`config.mk`:
```
export PLATFORM = sky130hd
export DESIGN_NAME = fault_cla_adder
export DESIGN_NICKNAME = d
export VERILOG_FILES = /design/src/rtl/cla_fault_pkg.sv /design/src/rtl/cla_fault_ctrl.sv /design/src/rtl/cla_datapath.sv /design/src/rtl/fault_cla_adder.sv
export SDC_FILE = /design/constraint.sdc
export NUM_CORES = 1
export LEC_CHECK = 0
export BUFFER_PORTS_ARGS = -buffer_cell sky130_fd_sc_hd__buf_2
export CORE_AREA = 3 3 40 42
export DETAILED_ROUTE_END_ITERATION = 16
export DIE_AREA = 0 0 43 45
export GPL_TIMING_DRIVEN = 1
export PLACE_DENSITY_LB_ADDON = 0.05
export SLEW_MARGIN = 20
export SYNTH_ARGS = -nofsm -noshare
export SYNTH_HDL_FRONTEND = slang
export SYNTH_HIERARCHICAL = 1
export SYNTH_SLANG_ARGS = --single-unit
```
`constraint.sdc`:
```
create_clock -name vclk -period 2.3
set_input_delay 0.23 -clock vclk [all_inputs]
set_output_delay 0.23 -clock vclk [all_outputs]
set_load 0.05 [all_outputs]
```
`src/rtl/cla_fault_pkg.sv`:
```
`timescale 1ns/1ps
package cla_fault_pkg;
  typedef enum logic [1:0] {
    MODE_CLEAN    = 2'b00,
    MODE_OPER_AND = 2'b01,
    MODE_CARRY_OR = 2'b10,
    MODE_SPARE    = 2'b11
  } faultMode_e;

  typedef struct packed {
    logic bridgeOperands;
    logic bridgeCarries;
  } faultStrobes_t;
endpackage

```
`src/rtl/cla_fault_ctrl.sv`:
```
`timescale 1ns/1ps
module cla_fault_ctrl
  import cla_fault_pkg::*;
(
  input  logic [1:0]    faultSel,
  output faultStrobes_t strobes
);
  always_comb begin
    strobes = '0;
    case (faultMode_e'(faultSel))
      MODE_OPER_AND: strobes.bridgeOperands = 1'b1;
      MODE_CARRY_OR: strobes.bridgeCarries  = 1'b1;
      default:       strobes = '0;  // clean and spare codes
    endcase
  end
endmodule

```
`src/rtl/cla_datapath.sv`:
```
`timescale 1ns/1ps
module cla_datapath
  import cla_fault_pkg::*;
#(
  parameter int WIDTH    = 4,
  parameter int OPER_BIT = 0,
  parameter int CARRY_LO = 1
) (
  input  logic [WIDTH-1:0] opA,
  input  logic [WIDTH-1:0] opB,
  input  logic             carryIn,
  input  faultStrobes_t    strobes,
  output logic [WIDTH-1:0] sumOut,
  output logic             carryOut,
  output logic             faultVisible
);
  localparam int CARRY_HI = CARRY_LO + 1;

  // Carry into position hi from base carry entering position lo, in sum-of-products form
  function automatic logic lookahead(input logic [WIDTH-1:0] g,
                                     input logic [WIDTH-1:0] p,
                                     input logic base,
                                     input int lo, input int hi);
    logic acc;
    logic chain;
    chain = base;
    for (int j = lo; j < hi; j++) chain = chain & p[j];
    acc = chain;
    for (int j = lo; j < hi; j++) begin
      logic term;
      term = g[j];
      for (int k = j + 1; k < hi; k++) term = term & p[k];
      acc = acc | term;
    end
    return acc;
  endfunction

  logic [WIDTH-1:0] effA, effB, gen, prop, sumBits;
  logic [WIDTH:0]   carries, refTotal;
  logic             cleanLo, cleanHi, joined;

  always_comb begin
    effA = opA;
    effB = opB;
    if (strobes.bridgeOperands) begin
      effA[OPER_BIT] = opA[OPER_BIT] & opB[OPER_BIT];
      effB[OPER_BIT] = opA[OPER_BIT] & opB[OPER_BIT];
    end
    gen  = effA & effB;
    prop = effA ^ effB;
    carries[0] = carryIn;
    for (int k = 1; k <= WIDTH; k++) carries[k] = lookahead(gen, prop, carryIn, 0, k);
    cleanLo = carries[CARRY_LO];
    cleanHi = carries[CARRY_HI];
    joined  = cleanLo | cleanHi;
    if (strobes.bridgeCarries) begin
      carries[CARRY_LO] = joined;
      carries[CARRY_HI] = joined;
      for (int k = CARRY_HI + 1; k <= WIDTH; k++)
        carries[k] = lookahead(gen, prop, joined, CARRY_HI, k);
    end
    sumBits  = prop ^ carries[WIDTH-1:0];
    refTotal = {1'b0, opA} + {1'b0, opB} + {{WIDTH{1'b0}}, carryIn};
    faultVisible = ({carries[WIDTH], sumBits} != refTotal);


    if (strobes.bridgeOperands) begin
      oper_bridge_sum_chk: assert (sumBits[OPER_BIT] == carries[OPER_BIT]);
    end

    if (strobes.bridgeOperands) begin
      oper_bridge_vis_chk: assert (faultVisible == (opA[OPER_BIT] ^ opB[OPER_BIT]));
    end

    if (strobes.bridgeCarries) begin
      carry_join_chk: assert (carries[CARRY_LO] == carries[CARRY_HI]);
    end

    if (strobes.bridgeCarries) begin
      carry_expose_chk: assert (faultVisible == (cleanLo != cleanHi));
    end

    if (!strobes.bridgeOperands && !strobes.bridgeCarries) begin
      clean_match_chk: assert (!faultVisible);
    end
  end

  assign sumOut   = sumBits;
  assign carryOut = carries[WIDTH];
endmodule

```
`src/rtl/fault_cla_adder.sv`:
```
`timescale 1ns/1ps
module fault_cla_adder
  import cla_fault_pkg::*;
(
  input  logic [3:0] opA,
  input  logic [3:0] opB,
  input  logic       carryIn,
  input  logic [1:0] faultSel,
  output logic [3:0] sumOut,
  output logic       carryOut,
  output logic       faultVisible
);
  faultStrobes_t strobes;

  cla_fault_ctrl i_ctrl (
    .faultSel (faultSel),
    .strobes  (strobes)
  );

  cla_datapath #(.WIDTH(4), .OPER_BIT(0), .CARRY_LO(1)) i_dp (
    .opA          (opA),
    .opB          (opB),
    .carryIn      (carryIn),
    .strobes      (strobes),
    .sumOut       (sumOut),
    .carryOut     (carryOut),
    .faultVisible (faultVisible)
  );
endmodule

```
Word level (Yosys, flattened, before mapping)
Cells that the tools add are included.
{"block": "word_totals", "ff_bits": 0, "latch_bits": 0, "mem_bits_rw": 0, "mem_bits_ro": 0, "input_bits": 11, "memories": 0}
{"block": "op_classes", "addsub": 2, "mul": 0, "n_div": 0, "order_cmp": 0, "eq_ne": 3, "shifts": 0, "muxes": 5, "bitwise": 30, "n_reduce_logical": 0}
{"operator": "$or 1x1->1", "count": 14}
{"operator": "$and 1x1->1", "count": 13}
{"operator": "$xor 4x4->4", "count": 2}
{"operator": "$add 4x4->5", "count": 1}
{"operator": "$add 5x1->5", "count": 1}
{"operator": "$ne 5x5->1", "count": 1}
{"operator": "$and 4x4->4", "count": 1}
{"operator": "$mux 1", "count": 4}
{"operator": "$mux 4", "count": 1}
{"operator": "$eq 2x1->1 const B", "count": 1}
{"operator": "$eq 2x2->1 const B", "count": 1}

Longest topological paths before layout
Gate-level depths: netlist (run 1).
{"block": "depth", "ltp_word": 16, "depth_mapped": 7, "depth_no_buf": 7}

Cells and area by module
Netlist (run 1), hierarchy kept.
{"mod": "cla_datapath", "instances": 1, "cells_each": 32, "area_each_um2": 259.0, "seq_area_each_um2": 0.0}
{"mod": "cla_fault_ctrl", "instances": 1, "cells_each": 2, "area_each_um2": 15.0, "seq_area_each_um2": 0.0}

Worst setup path after synthesis (run 1)
Ideal clock, no wire load.
{"block": "synth_timing", "path_type": "input port to output port", "from": "input faultSel[0]", "to": "output faultVisible", "t_arrival_ns": 2.271, "required_ns": 2.070, "path_slack_ns": -0.201, "path_stages": 7, "n_path_buf": 0, "path_cell_list": "nor2b_1 -> nor2_1 -> ha_1 -> a211oi_1 -> xnor2_1 -> xnor2_1 -> or3_1"}
{"element": "from (decl)", "line": "fault_cla_adder.sv:8", "source": "input logic [1:0] faultSel,"}
{"element": "$eq 2x1->1", "line": "cla_fault_ctrl.sv:10", "source": "case (faultMode_e'(faultSel))"}
{"element": "$mux 1", "line": "cla_fault_ctrl.sv:10"}
{"element": "$mux 1", "line": "cla_datapath.sv:45", "source": "if (strobes.bridgeOperands) begin"}
{"element": "$xor 4x4->4", "line": "cla_datapath.sv:50", "source": "prop = effA ^ effB;"}
{"element": "$and 1x1->1 (2 in a row)", "line": "cla_datapath.sv:27", "source": "for (int j = lo; j < hi; j++) chain = chain & p[j];"}
{"element": "$or 1x1->1 (2 in a row)", "line": "cla_datapath.sv:33", "source": "acc = acc | term;"}
{"element": "$or 1x1->1", "line": "cla_datapath.sv:55", "source": "joined = cleanLo | cleanHi;"}
{"element": "$mux 4 *", "line": "cla_datapath.sv:56", "source": "if (strobes.bridgeCarries) begin"}
{"element": "$xor 4x4->4 *", "line": "cla_datapath.sv:62", "source": "sumBits = prop ^ carries[WIDTH-1:0];"}
{"element": "via sumOut[1]", "line": "fault_cla_adder.sv:9", "source": "output logic [3:0] sumOut,"}
{"element": "$ne 5x5->1 *", "line": "cla_datapath.sv:64", "source": "faultVisible = ({carries[WIDTH], sumBits} != refTotal);"}
{"element": "to (decl)", "line": "fault_cla_adder.sv:11", "source": "output logic faultVisible"}
The timed path passes the listed nets; every way through them passes the cells marked *.

Final worst setup path (run 1)
{"block": "layout_timing", "from": "input opA[0]", "to": "output faultVisible"}
{"block": "layout_between", "elab_chain_cells": 14}
{"element": "from (decl)", "line": "fault_cla_adder.sv:5", "source": "input logic [3:0] opA,"}
{"element": "$and 1x1->1", "line": "cla_datapath.sv:46, cla_datapath.sv:47"}
{"element": "$mux 1", "line": "cla_datapath.sv:45"}
{"element": "$xor 4x4->4", "line": "cla_datapath.sv:50"}
{"element": "$and 1x1->1 (2 in a row)", "line": "cla_datapath.sv:27"}
{"element": "$or 1x1->1 (2 in a row)", "line": "cla_datapath.sv:33"}
{"element": "$or 1x1->1", "line": "cla_datapath.sv:55"}
{"element": "$and 1x1->1 (2 in a row)", "line": "cla_datapath.sv:27"}
{"element": "$or 1x1->1 (2 in a row)", "line": "cla_datapath.sv:33"}
{"element": "$mux 4", "line": "cla_datapath.sv:56"}
{"element": "$ne 5x5->1 *", "line": "cla_datapath.sv:64"}
Mark *: on every way between the ends. The rest lies on a longest branch, timed or not.

==> impl_metrics.json, run 1 <==
{
  "outcome": "complete, no violations",
  "area_growth_pct": 42.47,
  "avgSynthCellArea_um2": 8.059,
  "slew_headroom": 0.7523,
  "dpl_cell_area_um2": 385.4,
  "ant_nets": 0,
  "synth-simple-area-share": 0.1826,
  "powerDensity_nw_per_um2": 446.3,
  "p_sw_uw": 114.2,
  "final.setup.tns_ns": 0,
  "worstSetupPathType": "primary input to output pin",
  "seq_cell_count": 0,
  "gr-total-overflow": 0,
  "numPortBuffers": 17,
  "io_pins": 17,
  "finalMaxSlewViolations": 0,
  "first_pass_iters": 1,
  "swShare": 0.6555,
  "yosys.area_share.adder": 0.3744,
  "setup_violations": 0,
  "crit_start": "opA[0]",
  "grt_usage": 0.06484,
  "netlist_area_um2": 274.0,
  "synth_top_family_by_area": "adder cells",
  "grt_max_degree": 6,
  "peakVddDrop_mv": 0.1687,
  "core_um2": 1285,
  "layout_commonest_cell": "buf_2",
  "via_count": 306,
  "fmax_mhz": 462.3,
  "synthMuxAreaShare": 0,
  "hp-class": "primary input to output pin",
  "start_util": 0.2132,
  "layout-drive-gt1-share": 0.3922,
  "whs_path_depth": 4,
  "pwr-share-clk": 0,
  "yosysSeqAreaShare": 0,
  "regArea_um2": 0,
  "syn_inst": 34,
  "fin_crit_sh": 0.9406,
  "wl_um": 630,
  "grt_pass1_vias": 266,
  "cts_setup_buffers": 0,
  "antenna_found_initial": 0,
  "crit_fanout": 3,
  "drt_iter0_markers": 0,
  "fin_area_um2": 390.4,
  "min_to": "sumOut[3]",
  "viasPerCell": 4.636,
  "synth-xor-area-share": 0.1598,
  "place.gp.congestion": 0.6627,
  "yosys_warnings": 6,
  "arrival_ns": 1.93,
  "synth_compound_area_frac": 0.2283,
  "p_comb_frac": 1.000,
  "critPathLaunchType": "primary input",
  "hold_viol_final": 0,
  "synthesis.nets": 52,
  "end_kind": "output pin",
  "drc": 0,
  "intPower_uw": 60.01,
  "layout_common_cells": "buf_2 (16), ha_1 (5), inv_1 (4), xnor2_1 (3), nor2_1 (3)",
  "nClkBuffers": 0,
  "setup_ws_ns": 0.1367,
  "grt_pass1_wl_mm": 1.048,
  "routedWlPerCell_um": 9.545,
  "die_area_um2": 1935,
  "diodes": 0,
  "worstHoldStart": "opB[3]",
  "placementRows": 13,
  "total_power_uw": 174.2,
  "cp_data_required_time_ns": 2.07,
  "die_y_um": 45,
  "nets": 71,
  "drv_cap": 0,
  "seqPwrFrac": 0,
  "ys_types": 19,
  "rsz0062_at_grt": "no",
  "period_needed_ns": 2.163,
  "worst_slew_pin_slew_ns": 0.3693,
  "fp.dieW_um": 43,
  "fin_util": 0.3038,
  "dp_slack_ns": 0.05224,
  "p_leak_uw": 0.0001955
}
## power groups by stage
stage	clock network, µW	registers (µW)	logic, µW
final	0	0	174
after global routing	0	0	189
after CTS	0	0	173
after detailed placement	0	0	173
after global placement	0	0	171
after floorplan	0	0	135
## worst max-delay path, stage by stage
cell and delay [ns]:
buf_2 0.13, fa_2 0.41, inv_1 0.08, fa_1 0.42
xnor2_1 0.14, or3_1 0.33, buf_4 0.19
## stage by stage
step	std cells	hold WS [ns]
5_1_grt	66	0.9731
6_report	66	0.9495
3_5_place_dp	66	0.9513
3_3_place_gp	66	0.9324
4_1_cts	66	0.9563
2_1_floorplan	34	0.8525
## cells by family (layout without fill, tap and decap cells)
| group | Yosys count | count (layout) |
|---|---|---|
| AO/OA/AOI/OAI | 9 | 9 |
| buffers and inverters | 4 | 21 |
| AND/OR/NAND/NOR | 9 | 9 |
| XOR/XNOR | 5 | 5 |
| adder cells (fa/ha/maj) | 7 | 7 |
## repair_timing
action	in CTS	in global routing
resized for setup	0	3
hold buffers	0	0
endpoints found under the setup margin	0	1
## synth_stat cells
library cell,instances,share of area
ha_1,5,0.23
inv_1,4,0.055
xnor2_1,4,0.13
nor2_1,3,0.041
a21oi_1,2,0.037
fa_1,2,0.15
nor2b_1,2,0.046
a211oi_1,1,0.027
a21boi_0,1,0.027
a221oi_1,1,0.032
a311oi_1,1,0.032
and2b_2,1,0.032
nand2b_1,1,0.023
nor3_1,1,0.018
o21ai_0,1,0.018
o22a_1,1,0.032
o22ai_1,1,0.023
or3_1,1,0.023
xor2_1,1,0.032
## per-layer routing
metal / track usage / routed length (µm) / vias up / share of wire
met5: 0 / 0 / - / 0
met4: 0 / 0 / 0 / 0
met3: 0.01992 / 65 / 0 / 0.10
met2: 0.1138 / 293 / 11 / 0.47
met1: 0.08393 / 271 / 140 / 0.43
li1: - / - / 155 / -
## cell type report
class	count	area (µm²)
fillers	148	894.6
multi-input cells	30	269.0
repair buffers	17	87.58
well taps	15	18.77
inverters	4	15.01
## worst max path at each step
stage	end	slack [ns]	cells past startpoint
finish	faultVisible	0.14	7
global route	faultVisible	0.04	8
CTS	faultVisible	0.05	7
detailed placement	faultVisible	0.05	7
global placement	faultVisible	0.08	7
floorplan	faultVisible	0.08	7
No activity file was read; power rests on OpenSTA's default activity.
==> run 2: changes to the inputs <==
BUFFER_PORTS_ARGS = unset   (was -buffer_cell sky130_fd_sc_hd__buf_2)
DONT_BUFFER_PORTS = 1   (was unset)
==> run 2 against run 1 <==
Effect of this change:
- critical path depth is 1 lower
- sequential share of layout area stayed put
- via count down 18%
- combinational power is 3% lower
- count of clock-buffer cells in the layout unchanged
- critical path type unchanged
- hold slack got worse by 0.15 ns
- power down 3.2%
- global-route usage fell by 0.58 points
- non-clock buffer count fell by 12
- utilization shrank 4.1 points
- first-iteration DRC count did not move
==> impl_metrics.json, run 2 (synthesized netlist as in run 1, its figures left out) <==
{
  "nets": 59,
  "crit_fanout": 3,
  "routedWlPerCell_um": 11.15,
  "regArea_um2": 0,
  "fin_crit_sh": 0.9184,
  "hold_viol_final": 0,
  "layout-drive-gt1-share": 0.1795,
  "fillers": 146,
  "wl_um": 602,
  "hp-class": "primary input to output pin",
  "gr-usage-met3": 0.01594,
  "grt_pass1_wl_um": 945,
  "critPathLaunchType": "primary input",
  "via_count": 251,
  "pwr-share-clk": 0,
  "cts_setup_buffers": 0,
  "swShare": 0.6472,
  "arrival_ns": 1.88,
  "fp.dieW_um": 43,
  "drc": 0,
  "final.setup.tns_ns": 0,
  "dpl_cell_area_um2": 337.8,
  "cp_data_required_time_ns": 2.07,
  "grt_pass1_vias": 257,
  "p_leak_uw": 0.0001524,
  "first_pass_iters": 1,
  "layout_common_cells": "ha_1 (5), buf_4 (5), inv_1 (4), xnor2_1 (3), nor2_1 (3)",
  "post_cts_resized": 0,
  "finalMaxSlewViolations": 0,
  "grt_usage": 0.05902,
  "die_y_um": 45,
  "viasPerCell": 4.648,
  "p_comb_frac": 1.000,
  "p_sw_uw": 109.1,
  "hpwl_um": 559.9,
  "drt_iter0_markers": 0,
  "grt_max_degree": 6,
  "diodes": 0,
  "rsz0062_at_grt": "no",
  "io_pins": 17,
  "peakVddDrop_mv": 0.1630,
  "die_area_um2": 1935,
  "intPower_uw": 59.47,
  "nClkBuffers": 0,
  "area_growth_pct": 23.29,
  "numPortBuffers": 0,
  "cts_hold_buf": 0,
  "place.gp.congestion": 0.6543,
  "end_kind": "output pin",
  "fin_area_um2": 337.8,
  "powerDensity_nw_per_um2": 499.0,
  "start_util": 0.2132,
  "fmax_mhz": 473.4,
  "seq_cell_count": 0,
  "hold_ws_ns": 0.7988,
  "seqPwrFrac": 0,
  "placementRows": 13,
  "worstSetupPathType": "primary input to output pin",
  "core_um2": 1285,
  "outcome": "complete, no violations",
  "gr-total-overflow": 0,
  "use_met2": 0.09880,
  "drv_cap": 0,
  "slew_headroom": 0.6565,
  "period_needed_ns": 2.112,
  "fin_util": 0.2629,
  "worst_slew_pin_slew_ns": 0.5173,
  "grt-busiest-layer": "met2",
  "grt_util_met1": 0.08153,
  "antenna_found_initial": 0,
  "ant_nets": 0,
  "setup_violations": 0
}
-- run 2: area by class of cell --
type / instances / area [µm²] / area share
multi-input combinational: 30 / 266.5 / 0.7889
tap: 15 / 18.77 / 0.05556
inverter: 4 / 15.01 / 0.04444
timing repair buffer: 5 / 37.54 / 0.1111
-- run 2: metal layers --
metal,vias to the layer above,routed length (µm)
met5,-,0
met2,11,254
met3,0,80
met4,0,0
met1,109,267
li1,131,-
-- run 2: final timing paths --
| path | startpoint | endpoint | slack, ns | cells after the start |
|---|---|---|---|---|
| worst max-delay path | opA[0] | faultVisible | 0.19 | 6 |
| worst min-delay path | carryIn | sumOut[0] | 0.80 | 2 |
-- run 2: per-stage QoR --
stage                     worst slack (ns)  std cells  power (µW)
final                               0.1878         54       168.6
after global routing               0.09993         54       182.7
after CTS                           0.1794         54       171.7
after detailed placement            0.1946         54       171.3
after global placement              0.1838         54       169.7
after floorplan                    0.07845         34       134.5
-- run 2: power groups by stage --
stage	clock [µW]	sequential, µW	combinational, µW
2_1_floorplan	0	0	135
3_3_place_gp	0	0	170
3_5_place_dp	0	0	171
4_1_cts	0	0	172
5_1_grt	0	0	183
6_report	0	0	169
-- run 2: worst max-delay path, stage by stage --
cell and delay (ns):
fa_1 0.46, inv_1 0.09, fa_1 0.42, xnor2_1 0.14
or3_1 0.34, buf_4 0.19
